==> src/rtl/spi_cr_pkg.sv <==
package spi_cr_pkg;
  typedef enum logic [2:0] {
    PH_CMD_WAIT,
    PH_CMD_RX,
    PH_PROC,
    PH_READY,
    PH_RSP_TX
  } phase_t;
endpackage

==> src/rtl/spi_cr_sync.sv <==
module spi_cr_sync #(
  parameter int STAGES = 2
) (
  input  logic clk,
  input  logic rst_n,
  input  logic sck,
  input  logic mosi,
  input  logic ssel_n,
  output logic mosi_q,
  output logic ssel_q,
  output logic sck_rise,
  output logic sck_fall,
  output logic ssel_fall,
  output logic ssel_rise
);
  logic [STAGES-1:0] sck_p, mosi_p, ssel_p;
  logic sck_d, ssel_d;
  logic sck_q;

  always_ff @(posedge clk) begin
    if (!rst_n) begin
      sck_p  <= '0;
      mosi_p <= '0;
      ssel_p <= '1;
      sck_d  <= 1'b0;
      ssel_d <= 1'b1;
    end else begin
      sck_p  <= {sck_p[STAGES-2:0], sck};
      mosi_p <= {mosi_p[STAGES-2:0], mosi};
      ssel_p <= {ssel_p[STAGES-2:0], ssel_n};
      sck_d  <= sck_p[STAGES-1];
      ssel_d <= ssel_p[STAGES-1];
    end
  end

  assign sck_q     = sck_p[STAGES-1];
  assign mosi_q    = mosi_p[STAGES-1];
  assign ssel_q    = ssel_p[STAGES-1];
  assign sck_rise  = sck_q & ~sck_d;
  assign sck_fall  = ~sck_q & sck_d;
  assign ssel_fall = ~ssel_q & ssel_d;
  assign ssel_rise = ssel_q & ~ssel_d;
endmodule

==> src/rtl/spi_cr_shift.sv <==
module spi_cr_shift #(
  parameter int W = 8
) (
  input  logic         clk,
  input  logic         rst_n,
  input  logic         active,
  input  logic         start,
  input  logic         sck_rise,
  input  logic         sck_fall,
  input  logic         mosi_bit,
  input  logic [W-1:0] tx_byte,
  output logic [W-1:0] rx_byte,
  output logic         rx_valid,
  output logic         tx_load,
  output logic         miso_bit
);
  localparam int BW = $clog2(W);

  logic [BW-1:0] rx_bits, tx_bits;
  logic [W-1:0]  rx_sh, tx_sh;

  assign tx_load = start | (active & sck_fall & (tx_bits == BW'(W-1)));

  always_ff @(posedge clk) begin
    if (!rst_n) begin
      rx_bits  <= '0;
      rx_sh    <= '0;
      rx_valid <= 1'b0;
    end else begin
      rx_valid <= 1'b0;
      if (start) begin
        rx_bits <= '0;
      end else if (active && sck_rise) begin
        rx_sh <= {rx_sh[W-2:0], mosi_bit};
        if (rx_bits == BW'(W-1)) begin
          rx_bits  <= '0;
          rx_valid <= 1'b1;
        end else begin
          rx_bits <= rx_bits + 1'b1;
        end
      end
    end
  end

  always_ff @(posedge clk) begin
    if (!rst_n) begin
      tx_bits <= '0;
      tx_sh   <= '1;
    end else if (tx_load) begin
      tx_sh   <= tx_byte;
      tx_bits <= '0;
    end else if (active && sck_fall) begin
      tx_sh   <= {tx_sh[W-2:0], 1'b1};
      tx_bits <= tx_bits + 1'b1;
    end
  end

  assign rx_byte  = rx_sh;
  assign miso_bit = tx_sh[W-1];

  // a loaded byte appears whole in the shifter on the next cycle
  p_load_byte_r6: assert property (@(posedge clk) disable iff (!rst_n)
    tx_load |=> (tx_sh == $past(tx_byte)));
  // a completed byte resets the bit position for the next byte
  p_byte_align_r2: assert property (@(posedge clk) disable iff (!rst_n)
    rx_valid |-> (rx_bits == '0));
endmodule

==> src/rtl/spi_cr_store.sv <==
module spi_cr_store #(
  parameter int MAX_BYTES = 32,
  parameter int W         = 8
) (
  input  logic                              clk,
  input  logic                              rst_n,
  input  logic                              clear,
  input  logic                              wr_en,
  input  logic [W-1:0]                      wr_data,
  input  logic [$clog2(MAX_BYTES+2)-1:0]    rd_idx,
  output logic [$clog2(MAX_BYTES+1)-1:0]    count,
  output logic [W-1:0]                      rd_data
);
  localparam int CW = $clog2(MAX_BYTES + 1);
  localparam int IW = $clog2(MAX_BYTES + 2);
  localparam int AW = $clog2(MAX_BYTES);

  logic [W-1:0]  mem [MAX_BYTES];
  logic [IW-1:0] pos;

  always_ff @(posedge clk) begin
    if (!rst_n) begin
      count <= '0;
    end else if (clear) begin
      count <= '0;
    end else if (wr_en && (count < CW'(MAX_BYTES))) begin
      count <= count + 1'b1;
    end
  end

  always_ff @(posedge clk) begin
    if (!clear && wr_en && (count < CW'(MAX_BYTES))) begin
      mem[count[AW-1:0]] <= wr_data;
    end
  end

  assign pos = IW'(count) - rd_idx;

  always_comb begin
    if (rd_idx == '0) begin
      rd_data = W'(count);
    end else if (rd_idx <= IW'(count)) begin
      rd_data = mem[pos[AW-1:0]];
    end else begin
      rd_data = '1;
    end
  end

  // a full store keeps its count when more bytes arrive
  p_count_sat_r2: assert property (@(posedge clk) disable iff (!rst_n)
    (!clear && wr_en && (count == CW'(MAX_BYTES))) |=> (count == CW'(MAX_BYTES)));
endmodule

==> src/rtl/spi_cr_slave.sv <==
module spi_cr_slave
  import spi_cr_pkg::*;
#(
  parameter int MAX_BYTES   = 32,
  parameter int PROC_CYCLES = 64,
  parameter int SYNC_STAGES = 2
) (
  input  logic clk,
  input  logic rst_n,
  input  logic sck,
  input  logic mosi,
  input  logic ssel_n,
  output logic miso,
  output logic miso_oe,
  output logic irq_n
);
  localparam int W  = 8;
  localparam int CW = $clog2(MAX_BYTES + 1);
  localparam int IW = $clog2(MAX_BYTES + 2);
  localparam int PW = $clog2(PROC_CYCLES + 1);

  phase_t        phase;
  logic [PW-1:0] proc_cnt;
  logic [IW-1:0] rsp_idx;
  logic          mosi_q, ssel_q, sck_rise, sck_fall, ssel_fall, ssel_rise;
  logic [W-1:0]  rx_byte, tx_byte, rd_data;
  logic          rx_valid, tx_load;
  logic [CW-1:0] count;

  spi_cr_sync #(.STAGES(SYNC_STAGES)) u_sync (
    .clk(clk), .rst_n(rst_n), .sck(sck), .mosi(mosi), .ssel_n(ssel_n),
    .mosi_q(mosi_q), .ssel_q(ssel_q), .sck_rise(sck_rise), .sck_fall(sck_fall),
    .ssel_fall(ssel_fall), .ssel_rise(ssel_rise)
  );

  spi_cr_shift #(.W(W)) u_shift (
    .clk(clk), .rst_n(rst_n), .active(!ssel_q), .start(ssel_fall),
    .sck_rise(sck_rise), .sck_fall(sck_fall), .mosi_bit(mosi_q),
    .tx_byte(tx_byte), .rx_byte(rx_byte), .rx_valid(rx_valid),
    .tx_load(tx_load), .miso_bit(miso)
  );

  spi_cr_store #(.MAX_BYTES(MAX_BYTES), .W(W)) u_store (
    .clk(clk), .rst_n(rst_n),
    .clear((phase == PH_CMD_WAIT) && ssel_fall),
    .wr_en((phase == PH_CMD_RX) && rx_valid),
    .wr_data(rx_byte), .rd_idx(rsp_idx), .count(count), .rd_data(rd_data)
  );

  assign tx_byte = ((phase == PH_READY) || (phase == PH_RSP_TX)) ? rd_data : '1;

  always_ff @(posedge clk) begin
    if (!rst_n) begin
      rsp_idx <= '0;
    end else if (ssel_q) begin
      rsp_idx <= '0;
    end else if (tx_load && (rsp_idx != IW'(MAX_BYTES + 1))) begin
      rsp_idx <= rsp_idx + 1'b1;
    end
  end

  always_ff @(posedge clk) begin
    if (!rst_n) begin
      phase    <= PH_CMD_WAIT;
      proc_cnt <= '0;
    end else begin
      unique case (phase)
        PH_CMD_WAIT: if (ssel_fall) phase <= PH_CMD_RX;
        PH_CMD_RX: if (ssel_rise) begin
          phase    <= PH_PROC;
          proc_cnt <= '0;
        end
        PH_PROC: begin
          if (proc_cnt == PW'(PROC_CYCLES - 1)) phase <= PH_READY;
          else proc_cnt <= proc_cnt + 1'b1;
        end
        PH_READY: if (ssel_fall) phase <= PH_RSP_TX;
        PH_RSP_TX: if (ssel_rise) phase <= PH_CMD_WAIT;
        default: phase <= PH_CMD_WAIT;
      endcase
    end
  end

  assign irq_n   = (phase != PH_READY);
  assign miso_oe = !ssel_q;

  // chip select held high at the pin turns the driver off
  p_oe_idle_r8: assert property (@(posedge clk) disable iff (!rst_n)
    (ssel_n && $past(ssel_n) && $past(ssel_n, 2) && $past(ssel_n, 3)) |-> !miso_oe);
  // the response window opening releases the interrupt next cycle
  p_irq_release_r5: assert property (@(posedge clk) disable iff (!rst_n)
    ((phase == PH_READY) && ssel_fall) |=> irq_n);
  // the interrupt only falls at the end of processing
  p_irq_from_proc_r4: assert property (@(posedge clk) disable iff (!rst_n)
    $fell(irq_n) |-> ($past(phase) == PH_PROC));
  // the response index never passes the filler position
  p_idx_bound_r6: assert property (@(posedge clk) disable iff (!rst_n)
    (rsp_idx == IW'(MAX_BYTES + 1)) |=> (rsp_idx <= IW'(MAX_BYTES + 1)));
endmodule

==> config.mk <==
export PLATFORM = sky130hd
export DESIGN_NAME = spi_cr_slave
export DESIGN_NICKNAME = d
export VERILOG_FILES = /design/src/rtl/spi_cr_pkg.sv /design/src/rtl/spi_cr_sync.sv /design/src/rtl/spi_cr_shift.sv /design/src/rtl/spi_cr_store.sv /design/src/rtl/spi_cr_slave.sv
export SDC_FILE = /design/constraint.sdc
export NUM_CORES = 1
export LEC_CHECK = 0
export BUFFER_PORTS_ARGS = -buffer_cell sky130_fd_sc_hd__buf_4
export CAP_MARGIN = 40
export CELL_PAD_IN_SITES_DETAIL_PLACEMENT = 1
export CELL_PAD_IN_SITES_GLOBAL_PLACEMENT = 2
export CORE_UTILIZATION = 47
export CTS_CLUSTER_SIZE = 20
export DETAILED_ROUTE_END_ITERATION = 6
export PLACE_DENSITY = 0.86
export SYNTH_ARGS = -nofsm -noshare
export SYNTH_HDL_FRONTEND = slang
export SYNTH_SLANG_ARGS = --single-unit
==> constraint.sdc <==
create_clock -name clk -period 3.4 [get_ports clk]
set_clock_uncertainty 0.05 [all_clocks]
set_input_delay 0.68 -clock clk [delete_from_list [all_inputs] [get_ports clk]]
set_output_delay 0.68 -clock clk [all_outputs]
set_load 0.05 [all_outputs]
Word level (Yosys, flattened, before mapping)
Memory sizes are Yosys's and may differ from the RTL's. Index checks and enable logic that the tools add are counted.

Output and inout port bits: 3. RAM bits: 256. Register bits: 53. ROM bits: 0. Bits in latches: 0. Memories: 1. Input port bits: 5. Word-level logic and storage cells: 93.

Memory list: u_store.mem (words 32, width 8, rd ports 1, clocked after Yosys merged registers in 0, write ports 1, RTL line spi_cr_store.sv:18) `logic [W-1:0] mem [MAX_BYTES];`.

Add/sub/neg operators: 6. Magnitude comparators: 2. Equal/unequal tests: 15. $mul: 0. Bitwise logic cells: 14. Divide/modulo/power cells: 0. Muxes and demuxes: 18. Shift-type cells: 0. Reductions and logical operators: 23.

Operators by type and width (count): 8-bit 2-to-1 mux (5); 3-bit 2-to-1 mux (6); 3-bit one-hot mux with 5 select lines (1); 7-bit 2-to-1 mux (2); 7-bit one-hot mux with 2 select lines (1); 6-bit by 1-bit adder with 6-bit output, second input constant (2); 2-bit inequality test, second input constant (6); 3-bit == test, second input constant (3); 1-bit logical AND (8); 2-bit OR reduction (4); 7-bit by 1-bit adder with 7-bit output, second input constant (1); 7-bit by 6-bit == test with 1-bit output, second input constant (1); 1-bit NOT (7); 3-bit by 1-bit adder with 3-bit output, second input constant (2); 1-bit AND (6); 3-bit by 2-bit == test with 1-bit output, second input constant (2); 6-bit less-or-equal comparator (1); 6-bit zero test (1); 6-bit < comparator, second input constant (1); 6-bit inequality test, second input constant (1); 5-bit AND reduction (1); 5-bit subtractor (1); 2-bit nonzero test (2); 3-bit by 1-bit == test with 1-bit output, second input constant (1); other kinds (9) (12).

Longest topological paths before layout
Gate-level depths: netlist of the first run.

Word-level depth: 8. Depth in mapped cells: 13. Depth with buffers taken out: 10.

Cells and area by module
From an unflattened synthesis of the first run, not the netlist that was laid out.

Cells, all modules: 739. Area, all modules: 12762.2 µm².

Modules (own cells, without submodules): spi_cr_store (instances 1, area each 10598.9 µm², sequential area each 7807.5 µm², cells each 513); spi_cr_shift (instances 1, area each 1024.7 µm², sequential area each 460.4 µm², cells each 101); spi_cr_slave (instances 1, area each 903.4 µm², sequential area each 320.3 µm², cells each 105); spi_cr_sync (instances 1, area each 235.2 µm², sequential area each 160.2 µm², cells each 20).

Least setup slack after synthesis of the first run
No wires, ideal clock.

Path kind: reg2reg. From: register u_store.count[0]. To: register u_shift.tx_sh[4]. Buffers on the path: 2. Setup slack: 704 ps. Clock period less this slack: 2696 ps. Library setup time: 117 ps. Data required time: 3233 ps. Data arrival time: 2529 ps. Cell stages (with the launch flop): 12. Cell sequence: dfxtp_1 > inv_1 > ha_1 > inv_1 > fa_1 > buf_2 > buf_4 > mux4_2 > nor2b_1 > a211oi_1 > a31oi_1 > o22a_1.

Longest elaborated chain between the ends: 6. Elaborated cells on any way between the ends: 7. Classes of those cells: 1 x add/sub; 1 x order compare; 4 x mux; 1 x memory.

Ends and longest elaborated chain: from (decl) (RTL line spi_cr_store.sv:11) `output logic [$clog2(MAX_BYTES+1)-1:0] count,`; from (signal assigned) (RTL line spi_cr_store.sv:27) `count <= count + 1'b1;`; 5-bit subtractor (RTL line spi_cr_store.sv:37) `assign pos = IW'(count) - rd_idx;`; memory read 32 x 8 bit; 8-bit 2-to-1 mux (*) (RTL line spi_cr_store.sv:42) `end else if (rd_idx <= IW'(count)) begin`; 8-bit 2-to-1 mux (*) (RTL line spi_cr_store.sv:40) `if (rd_idx == '0) begin`; 8-bit 2-to-1 mux (*) (RTL line spi_cr_slave.sv:50) `assign tx_byte = ((phase == PH_READY) || (phase == PH_RSP_TX)) ? rd_data : '1;`; 8-bit 2-to-1 mux (*) (RTL line spi_cr_shift.sv:49) `end else if (tx_load) begin`; to (signal assigned) (RTL line spi_cr_shift.sv:50) `tx_sh <= tx_byte;`; to (signal assigned) (RTL line spi_cr_shift.sv:53) `tx_sh <= {tx_sh[W-2:0], 1'b1};`; to (decl) (RTL line spi_cr_shift.sv:20) `logic [W-1:0] rx_sh, tx_sh;`.

Mark *: on every way between the ends. The rest lies on a longest branch, timed or not. A chain may end at the register's enable or synchronous reset.

Worst setup path in the final report of the first run
From: register rsp_idx[0]. To: register u_shift.tx_sh[1].

Longest elaborated chain between the ends: 6. Elaborated cells on any way between the ends: 8. Classes of those cells: 1 x add/sub; 1 x order compare; 4 x mux; 1 x reduce/logical; 1 x memory.

Ends and longest elaborated chain: from (decl) (RTL line spi_cr_slave.sv:24) `logic [IW-1:0] rsp_idx;`; from (signal assigned) (RTL line spi_cr_slave.sv:58) `rsp_idx <= rsp_idx + 1'b1;`; 5-bit subtractor (RTL line spi_cr_store.sv:37); memory read 32 x 8 bit; 8-bit 2-to-1 mux (RTL line spi_cr_store.sv:42); 8-bit 2-to-1 mux (*) (RTL line spi_cr_store.sv:40); 8-bit 2-to-1 mux (*) (RTL line spi_cr_slave.sv:50); 8-bit 2-to-1 mux (*) (RTL line spi_cr_shift.sv:49).

Marks and branches as above.

==> results_dict.tcl, run 1 <==
set metrics [dict create \
    switching_share 0.2014 \
    numCtsBuffers 35 \
    tritoncts "done" \
    hold_viol_final 0 \
    slew_headroom 0.4235 \
    final_max_slew_viol_count 0 \
    dp_hpwl_um 19930 \
    final_nets 923 \
    setup_viol 0 \
    die-width_um 167.0 \
    min-delay-start "ssel_n" \
    async_reset_ff_frac 0 \
    clock_latency_ps 530 \
    avgSynthCellArea_um2 14.94 \
    ys_seq_area_frac 0.6841 \
    total_power_mw 8.006 \
    place_congestion 0.8416 \
    fmax_mhz 324.3 \
    cpPeakStageDelay_ps 830 \
    grt_pass1_vias 7891 \
    synth-edff-count 256 \
    finalSetupTns_ps 0 \
    pwr-share-seq 0.507 \
    fp.dieH_um 167.0 \
    critPathSlowestCell "fa_2" \
    htreeDepth 2 \
    grtUsageMet1 0.3158 \
    route.final.wire_length_um 31320 \
    place_ws_ps 360.7 \
    p_leak_nw 5.004 \
    postSynthCellCount 856 \
    setup_slack_ps 316.7 \
    top_usage_layer "met2" \
    grtUsageTotal 0.2318 \
    row_count 60 \
    drive_gt1_frac 0.1649 \
    period_needed_ps 3083 \
    worst_pin_slew_ps 864.8 \
    ant_nets 0 \
    post-route-util 0.5436 \
    coreArea_mm2 0.02680 \
    cp_num_buf_inv 2 \
    min_path_cells 2 \
    drc_errors 0 \
    num_vias 7470 \
    grt_overflow 0 \
    use_met2 0.3822 \
    clk_pin_slew_worst_paths_ps 60 \
    cp-end-kind "flop" \
    maxCapViolations 0 \
    vias_per_cell 5.914 \
    area_growth_pct 13.91 \
    syn_nets 884 \
    hold_buffers 0 \
    reg2reg_slack_ps 320 \
    antenna_found_initial 0 \
    min_to "u_sync.ssel_p[0]$_SDFF_PN1_" \
    powerDensity_mw_per_mm2 549.6 \
    critPathTopFamily "adder cells" \
    p_sw_mw 1.612 \
    post-cts-setup-buffers 0 \
    crit_fanout 13 \
    diodes 0 \
    required_ps 3770 \
    critPathKind "flop to flop" \
    p_int_mw 6.394 \
    synth_ff_type "edfxtp_1" \
    io_buffers 7 \
    cts_root_buffer "clkbuf_16" \
    start_kind "flop" \
    cts_buffer_depth 3 \
    routedWlPerCell_um 24.80 \
    yosysWarnings 0 \
    cts.sinks 309 \
    fp.dieArea_mm2 0.02787 \
    peakVddDrop_v 0.0004565 \
    combPwrFrac 0.012 \
    cts_resized 0 \
    critical_path_arrival_ps 3450 \
    drt_iter0_drc 716 \
    rsz0062_at_grt "no" \
    crit_chain "ha_1 -> inv_1 -> fa_2 -> buf_4 -> mux4_2 -> a211oi_1 -> a31oi_1 -> o22a_1" \
    reg2reg_to "u_shift.tx_sh[1]$_SDFFE_PN1P_" \
    layout_worst_path_cycle_share 0.9068 \
    grt_use_met3 0.03351 \
    netlist-cell-type-count 57 \
    r2r-start "rsp_idx[0]$_SDFFE_PP0P_" \
    pin_count 8 \
    grt_pass1_wl_um 48280 \
    start_util 0.4772 \
    power.share.clock 0.482 \
    reg2regPathDepth 8 \
    netlist_area_mm2 0.01279 \
    grt_max_degree 55 \
    status "finished, final reports clean" \
    first_pass_iters 5 \
    synth-seq-cells 309 \
    hp-class "input pin to flop" \
]
-- synthesized netlist by cell type (9+ instances only) --
master      n  share of area
xnor2_1    11         0.0075
o21ai_0    13         0.0051
ha_1       22          0.022
a21oi_1    16         0.0063
nor2b_1     9         0.0044
nand4_1    13         0.0064
inv_1      16         0.0047
nand3_1    31          0.012
and2_1     28          0.014
a21o_1     10         0.0059
edfxtp_1  256           0.60
nor2_1     34          0.010
dfxtp_1    53          0.083
buf_2      14         0.0055
mux4_2     45          0.079
clkbuf_1    9         0.0026
mux2i_1    16          0.013
nand2_1   126          0.037
a31oi_1    17         0.0083
and3_1     18         0.0088
-- cell usage in the layout, fill, tap and decap left out, types with 5 or more instances in the layout --
| cell | instances |
|---|---|
| ha_1 | 21 |
| a32oi_1 | 7 |
| nor3_1 | 8 |
| a31oi_1 | 17 |
| a21o_1 | 10 |
| nand2b_1 | 7 |
| or3_1 | 6 |
| mux2i_1 | 16 |
| bufinv_16 | 5 |
| inv_1 | 16 |
| xor2_1 | 5 |
| nand2_1 | 126 |
| xnor2_1 | 10 |
| clkbuf_1 | 6 |
| and2_1 | 28 |
| clkinv_2 | 8 |
| mux4_2 | 45 |
| a21oi_1 | 16 |
| a211oi_1 | 7 |
| dfxtp_1 | 53 |
| o21ai_0 | 13 |
| a21boi_0 | 8 |
| nor2_1 | 34 |
| buf_4 | 33 |
| nor2b_1 | 9 |
| and3_1 | 18 |
| nand3_1 | 31 |
| o22a_1 | 5 |
| clkbuf_16 | 35 |
| edfxtp_1 | 256 |
| nand4_1 | 13 |
-- state kept, by name, indices dropped and copies added, names as in the netlist, 2 cells and up --
| register | flops |
|---|---|
| proc_cnt | 7 |
| u_shift.rx_byte | 8 |
| u_shift.tx_sh | 8 |
| u_store.mem | 256 |
| u_sync.ssel_p | 2 |
| phase | 3 |
| u_store.count | 6 |
| u_shift.rx_bits | 3 |
| u_shift.tx_bits | 3 |
| u_sync.mosi_p | 2 |
| rsp_idx | 6 |
| u_sync.sck_p | 2 |
-- worst max path at each step --
stage	slack, ps	from	endpoint	cells past startpoint
global placement	420	rsp_idx[0]$_SDFFE_PP0P_	u_shift.tx_sh[1]$_SDFFE_PN1P_	8
global route	170	rsp_idx[0]$_SDFFE_PP0P_	u_shift.tx_sh[3]$_SDFFE_PN1P_	9
CTS	320	rsp_idx[0]$_SDFFE_PP0P_	u_shift.tx_sh[2]$_SDFFE_PN1P_	8
floorplan	700	u_store.count[0]$_SDFFE_PP0P_	u_shift.tx_sh[4]$_SDFFE_PN1P_	11
finish	320	rsp_idx[0]$_SDFFE_PP0P_	u_shift.tx_sh[1]$_SDFFE_PN1P_	8
detailed placement	360	rsp_idx[0]$_SDFFE_PP0P_	u_shift.tx_sh[1]$_SDFFE_PN1P_	8
-- routing by layer --
metal / wire [um] / up-vias / part of all wire
li1: - / 3325 / -
met1: 13390 / 3868 / 0.43
met2: 15300 / 219 / 0.49
met3: 1728 / 58 / 0.055
met4: 904 / 0 / 0.029
met5: 0 / - / 0
-- layout make-up --
class,count,area [um^2]
Timing Repair Buffer,39,352.8
Fill cell,2510,12230
Clock inverter,23,295.3
Inverter,17,63.81
Sequential cell,309,8748
Multi-Input combinational cell,493,3782
Tap cell,341,426.7
Clock buffer,41,898.4
-- power groups by stage --
stage                     combinational (mW)  clock (mW)  sequential (mW)
after floorplan                       0.0635           0             4.13
after global placement                0.0903           0             4.14
after detailed placement              0.0917           0             4.14
after CTS                             0.0934        3.92             4.06
after global routing                   0.102        4.05             4.05
final                                 0.0928        3.86             4.06
-- cell families (layout without fill, tap and decap cells) --
logic type               after synthesis  after routing  synth area share
AO/OA/AOI/OAI                         97             97           0.05166
XOR/XNOR                              18             18           0.01291
AND/OR/NAND/NOR                      293            293            0.1118
flip-flops                           309            309            0.6841
adder cells (fa/ha/maj)               23             23           0.02309
buffers and inverters                 54            120           0.02260
multiplexers                          62             62           0.09383
-- through the flow --
stage               std cells  area [um^2]  hold WS (ps)
finish                   1263        14570         303.2
global route             1263        14570         299.7
CTS                      1263        14570         290.4
detailed placement       1199        13370         348.7
global placement         1196        13330         360.2
floorplan                 856        12790         336.3
Power figures use the tool's default switching activity.
==> run 2, diff against run 1 <==
- CORE_UTILIZATION: 47 -> 42
- PLACE_DENSITY: 0.86 -> 0.82
- clock period: 3.4 -> 2.7 ns (I/O delays scaled with it)
==> results_dict.tcl, run 2 (same netlist as run 1, synthesis figures left out) <==
set metrics [dict create \
    cts.sinks 309 \
    layout_worst_path_cycle_share 1.018 \
    setup_viol 5 \
    post-route-util 0.5154 \
    coreArea_mm2 0.02980 \
    reg2regPathDepth 10 \
    first_pass_iters 5 \
    worst_pin_slew_ps 772.9 \
    design_area_mm2 0.01536 \
    hold_viol_final 0 \
    maxCapViolations 0 \
    fillers 2901 \
    violations "negative setup slack" \
    peakVddDrop_v 0.0005296 \
    regArea_mm2 0.008751 \
    diodes 0 \
    dp.cells 1299 \
    antenna_found_initial 0 \
    routedWlPerCell_um 24.27 \
    area_growth_pct 20.09 \
    io_buffers 7 \
    reg2reg_slack_ps -50 \
    slew_headroom 0.4840 \
    period_needed_ps 2750 \
    cts_buffer_depth 3 \
    status "complete, but fails checks" \
    final_max_slew_viol_count 0 \
    grt_overflow 0 \
    dp_hpwl_um 21590 \
    required_ps 3080 \
    cp-end-kind "flop" \
    layout_common_cells "256 x edfxtp_1, 126 x nand2_1, 86 x buf_4, 51 x dfxtp_1, 46 x mux4_2" \
    row_count 63 \
    fp.dieArea_mm2 0.03115 \
    start_kind "flop" \
    grt_max_degree 35 \
    htreeDepth 2 \
    drive_gt1_frac 0.2327 \
    min_path_cells 2 \
    die-width_um 176.5 \
    clock_latency_ps 540 \
    num_vias 7712 \
    final_nets 986 \
    pin_count 8 \
    vias_per_cell 5.613 \
    start_util 0.4292 \
    drc_errors 0 \
    multiInputGateArea_mm2 0.003877 \
    drt_iter0_drc 582 \
    cts_root_buffer "clkbuf_16" \
    route.final.wire_length_um 33350 \
    critPathKind "flop to flop" \
    worst_hold_slack_ps 157.3 \
    ant_nets 0 \
    grt_pass1_vias 8113 \
    finalSetupTns_ps -180.8 \
    grt_pass1_wl_um 49780 \
    rsz0062_at_grt "yes" \
    powerDensity_mw_per_mm2 662.1 \
    place_congestion 0.9000 \
    tritoncts "done" \
    crit_fanout 6 \
    numCtsBuffers 35 \
    largest_register_ffs 256 \
    critical_path_arrival_ps 3130 \
    fmax_mhz 363.7 \
    final_common_cell "edfxtp_1" \
    place_area_mm2 0.01387 \
    clk_pin_slew_worst_paths_ps 60 \
    grtUsageTotal 0.2184 \
    hp-class "input pin to flop" \
    stdcell_count 1374 \
    setup_slack_ps -49.88 \
    fp.dieH_um 176.5 \
    p_leak_nw 5.410 \
]
==> run 2: changes by cell type in the layout (fill, tap and decap cells not counted), moves of 3 or more <==
cell,delta
buf_12,+8
clkinv_2,-4
nor2b_1,-3
buf_4,+53
a211oi_2,+3
buf_8,-3
clkinv_4,+3
a211oi_1,-4
==> run 2: routing by layer <==
metal / vias up / share of wire / track usage
li1: 3453 / - / -
met1: 3951 / 0.42 / 0.2832
met2: 234 / 0.48 / 0.3575
met3: 74 / 0.056 / 0.03639
met4: 0 / 0.043 / 0.1042
met5: - / 0 / 0
==> run 2: worst paths after layout <==
check,startpoint,endpoint
worst min register to register,u_sync.ssel_p[0]$_SDFF_PN1_,u_sync.ssel_p[1]$_SDFF_PN1_
worst max register to register,u_store.count[0]$_SDFFE_PP0P_,u_shift.tx_sh[1]$_SDFFE_PN1P_
worst min-delay path,ssel_n,u_sync.ssel_p[0]$_SDFF_PN1_
worst max-delay path,u_store.count[0]$_SDFFE_PP0P_,u_shift.tx_sh[1]$_SDFFE_PN1P_
==> run 2: power by group <==
part	internal, mW	leakage, nW	switching (mW)
registers	5.10	2.80	0.00795
clock network	2.99	0.582	1.94
logic	0.0549	2.03	0.0737
total	8.15	5.41	2.02
==> run 2: timing repair <==
action                                  4_1_cts  5_1_grt
endpoints found under the setup margin        7        8
cloned                                        2        2
hold buffers                                  0        0
buffers inserted                              6        3
pin swaps                                     6        9
gates resized for setup                      19       10
==> run 2: per-stage QoR <==
stage          total power [mW]  setup WS [ps]
5_1_grt                   10.43         -120.6
3_5_place_dp              5.328         -159.3
3_3_place_gp              5.326         -58.12
4_1_cts                   10.26         -96.60
2_1_floorplan             5.284          3.793
6_report                  10.17         -49.88
==> run 2: area by class of cell <==
type,instances,area share
sequential,309,0.5698
multi-input combinational,493,0.2525
timing repair buffer,102,0.06322
clock buffer,41,0.05850
tap,390,0.03177
clock inverter,22,0.02004
inverter,17,0.004155
==> run 2: worst max-delay path, stage by stage (launching register included) <==
cell and delay [ps]:
dfxtp_2 320, inv_2 70, ha_4 130, inv_2 40
fa_2 630, buf_12 170, buf_6 140, mux4_2 490
a211oi_1 250, a31oi_1 130, o22a_1 230
==> run 3, diff against run 2 <==
- CTS_BUF_LIST: unset -> sky130_fd_sc_hd__clkbuf_4 sky130_fd_sc_hd__clkbuf_8 sky130_fd_sc_hd__clkbuf_16
==> results_dict.tcl, run 3 (same netlist as run 1, synthesis figures left out) <==
set metrics [dict create \
    cp_num_buf_inv 4 \
    pwr-share-seq 0.499 \
    required_ps 3070 \
    setup_viol 5 \
    critical_path_arrival_ps 3120 \
    drive_gt1_frac 0.2388 \
    vias_per_cell 5.616 \
    area_growth_pct 20.26 \
    final_common_cell "edfxtp_1" \
    status "complete, but fails checks" \
    final_max_slew_viol_count 0 \
    ant_nets 0 \
    p_leak_nw 5.430 \
    p_sw_mw 2.020 \
    crit_fanout 5 \
    cp-end-kind "flop" \
    combPwrFrac 0.013 \
    worst_pin_slew_ps 788.6 \
    critPathTopFamily "adder cells" \
    rsz0062_at_grt "yes" \
    cts_root_buffer "clkbuf_16" \
    die-width_um 176.5 \
    grt_pass1_wl_um 49760 \
    htreeDepth 2 \
    grt_max_degree 35 \
    switching_share 0.1975 \
    dp.cells 1299 \
    diodes 0 \
    num_vias 7716 \
    drc_errors 0 \
    slew_headroom 0.4736 \
    io_buffers 7 \
    fmax_mhz 364.2 \
    dp_hpwl_um 21590 \
    r2r-start "u_store.count[0]$_SDFFE_PP0P_" \
    power.share.clock 0.488 \
    hp-class "input pin to flop" \
    grt_pass1_vias 8104 \
    powerDensity_mw_per_mm2 664.9 \
    numCtsBuffers 35 \
    layout_worst_path_cycle_share 1.017 \
    pin_count 8 \
    cpPeakStageDelay_ps 630 \
    cts.sinks 309 \
    drt_iter0_drc 644 \
    grtUsageTotal 0.2183 \
    crit_chain "inv_2 -> ha_4 -> inv_2 -> fa_2 -> buf_12 -> buf_12 -> mux4_2 -> a211oi_4 -> a31oi_2 -> o22a_1" \
    clock_latency_ps 540 \
    stdcell_count 1374 \
    start_kind "flop" \
    critPathSlowestCell "fa_2" \
    start_util 0.4292 \
    row_count 63 \
    min-delay-start "ssel_n" \
    fillers 2895 \
    route.final.wire_length_um 33440 \
    crit_start "u_store.count[0]$_SDFFE_PP0P_" \
    hold_viol_final 0 \
    first_pass_iters 5 \
    antenna_found_initial 0 \
    layout_common_cells "256 x edfxtp_1, 126 x nand2_1, 86 x buf_4, 51 x dfxtp_1, 46 x mux4_2" \
    final_nets 986 \
    fp.dieH_um 176.5 \
    maxCapViolations 0 \
    p_int_mw 8.206 \
    period_needed_ps 2746 \
    setup_slack_ps -45.91 \
    coreArea_mm2 0.02980 \
    hold_buffers 0 \
    routedWlPerCell_um 24.34 \
    worst_hold_slack_ps 156.7 \
    peakVddDrop_v 0.0005278 \
    cts_buffer_depth 3 \
    place_congestion 0.9000 \
    clk_pin_slew_worst_paths_ps 60 \
    critPathKind "flop to flop" \
    largest_register_ffs 256 \
    tritoncts "done" \
    fp.dieArea_mm2 0.03115 \
    grt_overflow 0 \
    violations "negative setup slack" \
]
[run 3: cell counts in the layout (fill, tap and decap cells not counted)]
No cell type changed its count.
[run 3: final cells by class]
type | count | area, um^2 | area share
Multi-Input combinational cell | 493 | 3877 | 0.2521
Timing Repair Buffer | 102 | 970.9 | 0.06313
Clock inverter | 22 | 307.8 | 0.02001
Inverter | 17 | 63.81 | 0.004149
Sequential cell | 309 | 8751 | 0.5690
Tap cell | 390 | 488.0 | 0.03173
Clock buffer | 41 | 920.9 | 0.05988
[run 3: path summary, 6_finish.rpt]
path                                        end  slack, ps  cells after the start
setup / recovery  u_shift.tx_sh[3]$_SDFFE_PN1P_        -50                     10
hold / removal      u_sync.ssel_p[0]$_SDFF_PN1_        160                      2
hold reg to reg     u_sync.ssel_p[1]$_SDFF_PN1_        360                      1
setup reg to reg  u_shift.tx_sh[3]$_SDFFE_PN1P_        -50                     10
[run 3: repair_timing]
action                                  CTS  global route
pin swaps                                 6             9
gates cloned                              2             2
setup buffers                             6             3
gates resized for setup                  19            10
endpoints found under the setup margin    7             8
[run 3: power by group through the flow]
stage | clock [mW] | sequential [mW] | combinational (mW)
detailed placement | 0 | 5.21 | 0.122
global placement | 0 | 5.21 | 0.120
CTS | 5.09 | 5.10 | 0.126
floorplan | 0 | 5.20 | 0.0800
global route | 5.25 | 5.10 | 0.140
finish | 4.99 | 5.11 | 0.129
[run 3: worst register-to-register path, stage by stage, from the launching register on]
cell and delay, ps:
dfxtp_2 320, inv_2 70, ha_4 130, inv_2 40, fa_2 630, buf_12 170
buf_12 130, mux4_2 540, a211oi_4 280, a31oi_2 80, o22a_1 210
[run 3: metrics by stage]
| stage | TNS [ps] | worst slack [ps] | total power [mW] | util | cell area [um^2] |
|---|---|---|---|---|---|
| floorplan | 0 | 3.793 | 5.284 | - | 12790 |
| global placement | -199.2 | -58.12 | 5.326 | 0.4655 | 13870 |
| detailed placement | -492.8 | -159.3 | 5.328 | 0.4655 | 13870 |
| CTS | -355.6 | -96.60 | 10.32 | 0.5123 | 15260 |
| global route | -523.6 | -120.8 | 10.49 | 0.5162 | 15380 |
| finish | -151.9 | -45.91 | 10.23 | 0.5162 | 15380 |
[run 3: routing by layer]
layer,routed length [um],part of all wire,GRT usage
met5,0,0,0
met1,14300,0.43,0.2830
met2,16060,0.48,0.3583
met3,1642,0.049,0.03639
met4,1437,0.043,0.1020
